File: config.mk
export PLATFORM = sky130hd
export DESIGN_NAME = ecc_err_report
export DESIGN_NICKNAME = d
export VERILOG_FILES = /design/src/rtl/ecc_rpt_pkg.sv /design/src/rtl/ecc_cls_rec.sv /design/src/rtl/ecc_cfg_regs.sv /design/src/rtl/ecc_inj_ctl.sv /design/src/rtl/ecc_err_report.sv
export SDC_FILE = /design/constraint.sdc
export NUM_CORES = 1
export LEC_CHECK = 0
export BUFFER_PORTS_ARGS = -buffer_cell sky130_fd_sc_hd__buf_2
export CAP_MARGIN = 40
export CORE_ASPECT_RATIO = 0.9
export CORE_MARGIN = 8
export CORE_UTILIZATION = 55
export CTS_CLUSTER_SIZE = 16
export DETAILED_ROUTE_END_ITERATION = 8
export PLACE_DENSITY = 0.77
export SYNTH_ARGS = -nofsm -noshare
export SYNTH_HDL_FRONTEND = slang
export SYNTH_SLANG_ARGS = --single-unit
export TNS_END_PERCENT = 50
File: constraint.sdc
create_clock -name clk_i -period 2.4 [get_ports clk_i]
set_input_delay 0.24 -clock clk_i [delete_from_list [all_inputs] [get_ports clk_i]]
set_output_delay 0.24 -clock clk_i [all_outputs]
set_load 0.05 [all_outputs]
File: src/rtl/ecc_rpt_pkg.sv
package ecc_rpt_pkg;
  localparam int unsigned NUM_CLS = 4;
  localparam int unsigned OFF_W   = 12;

  typedef enum logic [1:0] {
    CLS_DIR_FIX  = 2'd0,
    CLS_DAT_FIX  = 2'd1,
    CLS_DAT_FAIL = 2'd2,
    CLS_DIR_FAIL = 2'd3
  } ecc_cls_e;

  localparam logic [OFF_W-1:0] OFF_CFG   = 12'h000;
  localparam logic [OFF_W-1:0] OFF_WAYEN = 12'h008;
  localparam logic [OFF_W-1:0] OFF_INJ   = 12'h040;

  // register window per class, indexed by interrupt order
  function automatic logic [OFF_W-1:0] cls_base(int unsigned idx);
    case (idx)
      0:       return 12'h100;
      1:       return 12'h140;
      2:       return 12'h160;
      default: return 12'h120;
    endcase
  endfunction

  function automatic logic inj_code_ok(logic [31:0] v);
    return (v <= 32'h0000_00FE) || (v >= 32'h0001_0000 && v <= 32'h0001_00FE);
  endfunction
endpackage

File: src/rtl/ecc_cls_rec.sv
module ecc_cls_rec
  import ecc_rpt_pkg::*;
#(
  parameter int unsigned      EA_W  = 64,
  parameter int unsigned      CNT_W = 32,
  parameter logic [OFF_W-1:0] BASE  = 12'h100
) (
  input  logic             clk_i,
  input  logic             rst_ni,
  input  logic             evt_i,
  input  logic [EA_W-1:0]  evt_addr_i,
  input  logic             rd_en_i,
  input  logic [OFF_W-1:0] rd_off_i,
  output logic [31:0]      rdata_o,
  output logic             irq_o
);
  localparam logic [CNT_W-1:0] CNT_MAX = '1;

  logic [EA_W-1:0]  addr_q;
  logic [CNT_W-1:0] cnt_q;
  logic             irq_q;
  logic             sel_lo, sel_hi, sel_cnt;

  assign sel_lo  = (rd_off_i == BASE);
  assign sel_hi  = (rd_off_i == BASE + 12'h4);
  assign sel_cnt = (rd_off_i == BASE + 12'h8);

  always_ff @(posedge clk_i or negedge rst_ni) begin
    if (!rst_ni) begin
      addr_q <= '0;
      cnt_q  <= '0;
    end else if (evt_i) begin
      addr_q <= evt_addr_i;
      if (cnt_q != CNT_MAX) cnt_q <= cnt_q + 1'b1;
    end
  end

  // new event wins over a clearing read
  always_ff @(posedge clk_i or negedge rst_ni) begin
    if (!rst_ni)                 irq_q <= 1'b0;
    else if (evt_i)              irq_q <= 1'b1;
    else if (rd_en_i && sel_cnt) irq_q <= 1'b0;
  end

  assign irq_o = irq_q;

  always_comb begin
    rdata_o = '0;
    if (sel_lo)       rdata_o = addr_q[31:0];
    else if (sel_hi)  rdata_o = 32'(addr_q[EA_W-1:32]);
    else if (sel_cnt) rdata_o = 32'(cnt_q);
  end

  a_r3_addr_capture: assert property (@(posedge clk_i) disable iff (!rst_ni)
    evt_i |=> addr_q == $past(evt_addr_i));
  a_r4_cnt_step: assert property (@(posedge clk_i) disable iff (!rst_ni)
    (evt_i && cnt_q != CNT_MAX) |=> cnt_q == $past(cnt_q) + 1'b1);
  a_r4_cnt_sat_hold: assert property (@(posedge clk_i) disable iff (!rst_ni)
    (cnt_q == CNT_MAX) |=> cnt_q == CNT_MAX);
  a_r5_irq_on_evt: assert property (@(posedge clk_i) disable iff (!rst_ni)
    evt_i |=> irq_o);
  a_r6_cnt_read_clears: assert property (@(posedge clk_i) disable iff (!rst_ni)
    (rd_en_i && sel_cnt && !evt_i) |=> !irq_o);
  a_r6_addr_read_keeps: assert property (@(posedge clk_i) disable iff (!rst_ni)
    (irq_o && rd_en_i && (sel_lo || sel_hi)) |=> irq_o);
  a_r7_evt_beats_clear: assert property (@(posedge clk_i) disable iff (!rst_ni)
    (evt_i && rd_en_i && sel_cnt) |=> irq_o);
endmodule

File: src/rtl/ecc_cfg_regs.sv
module ecc_cfg_regs
  import ecc_rpt_pkg::*;
#(
  parameter int unsigned BANKS     = 4,
  parameter int unsigned WAYS      = 16,
  parameter int unsigned LOG2_SETS = 10,
  parameter int unsigned LOG2_BLK  = 6
) (
  input  logic             clk_i,
  input  logic             rst_ni,
  input  logic             we_i,
  input  logic [OFF_W-1:0] off_i,
  input  logic [31:0]      wdata_i,
  output logic [31:0]      rdata_o
);
  localparam logic [7:0]  WAY_MAX  = 8'(WAYS - 1);
  localparam logic [31:0] CFG_WORD = {8'(LOG2_BLK), 8'(LOG2_SETS), 8'(WAYS), 8'(BANKS)};

  logic [7:0] wayen_q;
  logic       wr_way;

  assign wr_way = we_i && (off_i == OFF_WAYEN);

  always_ff @(posedge clk_i or negedge rst_ni) begin
    if (!rst_ni)                                    wayen_q <= WAY_MAX;
    else if (wr_way && wdata_i <= 32'(WAY_MAX))     wayen_q <= wdata_i[7:0];
  end

  always_comb begin
    rdata_o = '0;
    if (off_i == OFF_CFG)        rdata_o = CFG_WORD;
    else if (off_i == OFF_WAYEN) rdata_o = {24'd0, wayen_q};
  end

  a_r8_wayen_reject: assert property (@(posedge clk_i) disable iff (!rst_ni)
    (wr_way && wdata_i > 32'(WAY_MAX)) |=> $stable(wayen_q));
  a_r8_wayen_accept: assert property (@(posedge clk_i) disable iff (!rst_ni)
    (wr_way && wdata_i <= 32'(WAY_MAX)) |=> wayen_q == $past(wdata_i[7:0]));
endmodule

File: src/rtl/ecc_inj_ctl.sv
module ecc_inj_ctl
  import ecc_rpt_pkg::*;
(
  input  logic        clk_i,
  input  logic        rst_ni,
  input  logic        wr_en_i,
  input  logic [31:0] wdata_i,
  output logic        vld_o,
  output logic        dir_o,
  output logic [7:0]  bit_o,
  output logic [31:0] val_o
);
  logic [31:0] inj_q;
  logic        vld_q;
  logic        take;

  assign take = wr_en_i && inj_code_ok(wdata_i);

  // register self-clears one cycle after an accepted write
  always_ff @(posedge clk_i or negedge rst_ni) begin
    if (!rst_ni) begin
      inj_q <= '0;
      vld_q <= 1'b0;
    end else if (take) begin
      inj_q <= wdata_i;
      vld_q <= 1'b1;
    end else begin
      inj_q <= '0;
      vld_q <= 1'b0;
    end
  end

  assign vld_o = vld_q;
  assign dir_o = vld_q & inj_q[16];
  assign bit_o = vld_q ? inj_q[7:0] : 8'd0;
  assign val_o = inj_q;

  a_r9_pulse_on_ok: assert property (@(posedge clk_i) disable iff (!rst_ni)
    take |=> (vld_o && bit_o == $past(wdata_i[7:0]) && dir_o == $past(wdata_i[16])));
  a_r9_single_pulse: assert property (@(posedge clk_i) disable iff (!rst_ni)
    (vld_o && !take) |=> !vld_o);
  a_r10_reject: assert property (@(posedge clk_i) disable iff (!rst_ni)
    (wr_en_i && !inj_code_ok(wdata_i)) |=> !vld_o);
endmodule

File: src/rtl/ecc_err_report.sv
module ecc_err_report
  import ecc_rpt_pkg::*;
#(
  parameter int unsigned BANKS     = 4,
  parameter int unsigned WAYS      = 16,
  parameter int unsigned LOG2_SETS = 10,
  parameter int unsigned LOG2_BLK  = 6,
  parameter int unsigned EA_W      = 64,
  parameter int unsigned CNT_W     = 32
) (
  input  logic                            clk_i,
  input  logic                            rst_ni,
  input  logic [NUM_CLS-1:0]              evt_vld_i,
  input  logic [NUM_CLS-1:0][EA_W-1:0]    evt_addr_i,
  input  logic                            reg_we_i,
  input  logic                            reg_re_i,
  input  logic [OFF_W-1:0]                reg_off_i,
  input  logic [31:0]                     reg_wdata_i,
  output logic [31:0]                     reg_rdata_o,
  output logic [NUM_CLS-1:0]              irq_o,
  output logic                            inj_vld_o,
  output logic                            inj_dir_o,
  output logic [7:0]                      inj_bit_o
);
  logic [NUM_CLS-1:0][31:0] cls_rdata;
  logic [31:0]              cfg_rdata;
  logic [31:0]              inj_val;

  for (genvar i = 0; i < NUM_CLS; i++) begin : g_cls
    ecc_cls_rec #(
      .EA_W (EA_W),
      .CNT_W(CNT_W),
      .BASE (cls_base(i))
    ) u_rec (
      .clk_i     (clk_i),
      .rst_ni    (rst_ni),
      .evt_i     (evt_vld_i[i]),
      .evt_addr_i(evt_addr_i[i]),
      .rd_en_i   (reg_re_i),
      .rd_off_i  (reg_off_i),
      .rdata_o   (cls_rdata[i]),
      .irq_o     (irq_o[i])
    );
  end

  ecc_cfg_regs #(
    .BANKS    (BANKS),
    .WAYS     (WAYS),
    .LOG2_SETS(LOG2_SETS),
    .LOG2_BLK (LOG2_BLK)
  ) u_cfg (
    .clk_i  (clk_i),
    .rst_ni (rst_ni),
    .we_i   (reg_we_i),
    .off_i  (reg_off_i),
    .wdata_i(reg_wdata_i),
    .rdata_o(cfg_rdata)
  );

  ecc_inj_ctl u_inj (
    .clk_i  (clk_i),
    .rst_ni (rst_ni),
    .wr_en_i(reg_we_i && reg_off_i == OFF_INJ),
    .wdata_i(reg_wdata_i),
    .vld_o  (inj_vld_o),
    .dir_o  (inj_dir_o),
    .bit_o  (inj_bit_o),
    .val_o  (inj_val)
  );

  // each source returns zero when its offset does not match
  always_comb begin
    reg_rdata_o = cfg_rdata;
    if (reg_off_i == OFF_INJ) reg_rdata_o = inj_val;
    for (int i = 0; i < NUM_CLS; i++) reg_rdata_o = reg_rdata_o | cls_rdata[i];
  end

  a_r5_irq_low_without_evt: assert property (@(posedge clk_i) disable iff (!rst_ni)
    ($rose(irq_o[0]) |-> $past(evt_vld_i[0])));
  a_r11_unmapped_zero: assert property (@(posedge clk_i) disable iff (!rst_ni)
    (reg_off_i[1:0] != 2'b00) |-> reg_rdata_o == 32'd0);
endmodule

==> flow_metrics.env <==
export IMPL_drv_slew=0
export IMPL_cts_buffers=44
export IMPL_r2r_start="g_cls[3].u_rec.cnt_q[22]$_DFFE_PN0P_"
export IMPL_hpwlAfterDp_microns=60700
export IMPL_p_int_mw=13.7
export IMPL_hold_viol=0
export IMPL_power_frac_clock_pct=38.1
export IMPL_p_sw_mw=5.24
export IMPL_drc=0
export IMPL_grt_pass1_wl_microns=135000
export IMPL_ys_flop_type="dfrtp_1"
export IMPL_grt_pass1_vias=20900
export IMPL_drt_pass1_iterations=6
export IMPL_status="finished with violations"
export IMPL_syn_area_per_cell_sq_um=11.5
export IMPL_start_kind="flip-flop"
export IMPL_io_pins=354
export IMPL_critPathCapture="reg_rdata_o[30]"
export IMPL_synth_area_sq_mm=0.0208
export IMPL_wl_microns=91600
export IMPL_ys_seq_area_share_pct=51.5
export IMPL_die_h_microns=201
export IMPL_pwr_share_comb_pct=15.4
export IMPL_crit_path_start="g_cls[0].u_rec.addr_q[30]$_DFFE_PN0P_"
export IMPL_ys_seq_elements=429
export IMPL_clock_tree_root_cell="clkbuf_16"
export IMPL_maxCapViolCount=0
export IMPL_critical_path_required_ns=2.16
export IMPL_cts_clk_slew_worst_paths_ns=0.07
export IMPL_regArea_sq_mm=0.0107
export IMPL_critPathKind="flip-flop to primary output"
export IMPL_die_area_sq_mm=0.0444
export IMPL_reg2regPathDepth=5
export IMPL_regToRegSetupSlack_ns=-0.01
export IMPL_core_area_sq_mm=0.0373
export IMPL_power_density_mw_per_mm2=624
export IMPL_cts_buffer_depth=3
export IMPL_final_cell_mix="423 x dfrtp_1, 315 x buf_2, 266 x mux2_2, 266 x dlygate4sd3_1, 217 x buf_4"
export IMPL_violations="negative setup slack"
export IMPL_p_sw_share_pct=27.6
export IMPL_min_period_ns=2.62
export IMPL_peakVddDrop_mv=0.585
export IMPL_ys_warn_count=0
export IMPL_fin_util_pct=81.4
export IMPL_antenna_left=0
export IMPL_holdPathStages=3
export IMPL_drt_iter0_drc=2703
export IMPL_worstHoldPathType="primary input to flip-flop"
export IMPL_drive_gt1_share_pct=40.6
export IMPL_synth_edff_count=0
export IMPL_pwr_share_seq_pct=46.6
export IMPL_multiInputGateArea_sq_mm=0.0105
export IMPL_setup_viol=33
export IMPL_overflow=0
export IMPL_end_kind="primary output"
export IMPL_path_cells="a222oi_1, o21ai_1, a32oi_2, nand4_1, buf_6"
export IMPL_start_util_pct=55.9
export IMPL_num_vias=20300
export IMPL_rsz0062_at_grt="true"
export IMPL_mostFrequentLayoutCell="dfrtp_1"
export IMPL_slew_limit_headroom_pct=54.0
export IMPL_antenna_found_initial=9
export IMPL_rr_endpoint="g_cls[3].u_rec.cnt_q[31]$_DFFE_PN0P_"
export IMPL_worst_slew_pin_transition_ns=0.690
export IMPL_wl_per_cell_microns=29.0
export IMPL_via_per_inst=6.40
export IMPL_cts_max_level=2
export IMPL_clock_skew_ns=0.0234
export IMPL_cts_sinks=429
export IMPL_die_w_microns=221
export IMPL_portBuffers=353
export IMPL_cp_max_fo=2
export IMPL_crit_arrival_ns=2.38
export IMPL_worst_path_dominant_cell_family="compound AO/OA/AOI/OAI gates"
export IMPL_cp_depth=5
export IMPL_rows=67
export IMPL_fmax_ghz=0.382
export IMPL_gp_congestion=1.04
export IMPL_setup_ws_ns=-0.215
export IMPL_grt_usage_pct=39.9
export IMPL_async_flop_share_pct=100
export IMPL_ys_types=77
export IMPL_syn_inst=1807
export IMPL_cp_slowest_cell="a222oi_1"
export IMPL_fin_crit_sh_pct=109
export IMPL_path_buf_inv=1
export IMPL_power_mw=19.0
export IMPL_clk_latency_ns=0.57
export IMPL_cts_tree="built"
export IMPL_fillers=2112
export IMPL_max_stage_delay_ns=0.46
export IMPL_layout_nets=2954
export IMPL_area_delta_synth_final_pct=45.7
export IMPL_grt_max_degree=76
export IMPL_p_leak_nw=13.4
[final cells by class]
type,count,share of cell area (%)
diodes,10,0.0824
clock buffers,64,4.24
repair buffers,868,23.0
flip-flops and latches,429,35.4
well taps,483,1.99
multi-input cells,1287,34.5
clock inverters,10,0.593
inverters,12,0.148
[tightest hold or removal path: cells and delay by family]
| family | cells | cell delay (ns) |
|---|---|---|
| buffers and inverters | 1 | 0.12 |
| AOI/OAI and AO/OA | 1 | 0.12 |
| and+or+nand+nor | 1 | 0.08 |
[routing by layer]
layer / up-vias / global-route usage, % / share of wire [%]
met3: 390 / 9.74 / 11
li1: 8355 / - / -
met1: 9987 / 50.8 / 36
met4: 2 / 20.3 / 6.4
met2: 1523 / 63.1 / 46
met5: - / 0 / 0.019
[how the worst min path moves through the flow]
stage / from / endpoint / slack (ns)
6_report: reg_re_i / g_cls[3].u_rec.irq_o$_DFFE_PN0P_ / 0.03
5_1_grt: reg_re_i / g_cls[3].u_rec.irq_o$_DFFE_PN0P_ / 0.03
4_1_cts: reg_wdata_i[2] / u_inj.val_o[2]$_DFF_PN0_ / 0.03
3_5_place_dp: rst_ni / g_cls[2].u_rec.addr_q[55]$_DFFE_PN0P_ / 0.23
3_3_place_gp: rst_ni / g_cls[2].u_rec.addr_q[55]$_DFFE_PN0P_ / 0.24
2_1_floorplan: rst_ni / g_cls[0].u_rec.addr_q[0]$_DFFE_PN0P_ / -0.06
[cells by family after synthesis]
kind of cell               Yosys count  synth area share (%)
buffers and inverters              113                  2.63
other                                1                0.0180
DFF                                429                  51.5
muxes                              312                  16.6
AOI/OAI and AO/OA                  285                  9.90
xor gates and xnor gates           114                  4.79
adders and majority gates            4                 0.240
and+or+nand+nor                    549                  14.3
[registers in the layout, indices dropped and copies added, names as in the netlist]
name                cells
u_inj.vld_o             1
g_cls.u_rec.addr_q    256
g_cls.u_rec.cnt_q     128
g_cls.u_rec.irq_o       4
u_inj.val_o            32
u_cfg.wayen_q           8
[repair_timing]
action                                  CTS  global route
endpoints found under the setup margin   32            32
resized for setup                       199            79
buffers inserted                         14            20
pin swaps                                39            38
hold endpoints to repair                319             0
hold buffers                            266             0
gates cloned                              3             1
[metrics by stage]
step / setup TNS (ns) / std cells / cell area [sq um] / worst slack (ns) / hold slack, ns
final: -2.49 / 3163 / 30400 / -0.215 / 0.0305
after global routing: -3.23 / 3161 / 30400 / -0.216 / 0.0283
after CTS: -1.47 / 3133 / 29800 / -0.139 / 0.0264
after detailed placement: -7.22 / 2784 / 24700 / -0.350 / 0.234
after global placement: -6.93 / 2784 / 24700 / -0.409 / 0.240
after floorplan: -0.0196 / 1829 / 20900 / -0.00981 / -0.0556
[cell usage after synthesis, types with 12 or more instances]
cell         n  area share (%)
xor2_1      50             2.1
mux2i_1     46             2.2
and3_1      28            0.84
a21oi_1     44             1.1
buf_2       12            0.29
dfrtp_1    425              51
o22ai_1     22            0.66
nor2_1     117             2.1
buf_1       12            0.22
a22oi_1     70             2.5
mux2_2     266              14
xnor2_1     64             2.7
a221oi_1    18            0.76
o2bb2ai_1   13            0.55
nand2_1     99             1.8
and2_1      24            0.72
nor3_1      42             1.0
o21ai_0     26            0.62
nand4_1     53             1.6
and4_1      15            0.63
nor4_1      20            0.60
a2bb2oi_1   17            0.71
clkbuf_1    57             1.0
nand3_1     79             1.9
[power groups by stage]
stage	clock network (mW)	registers (mW)	logic, mW
after floorplan	0	8.50	1.31
after global placement	0	8.81	2.25
after detailed placement	0	8.83	2.32
after CTS	7.15	8.73	2.73
after global routing	7.49	8.88	3.07
final	7.22	8.82	2.91
Note: power is estimated with default switching activity, not from simulation.
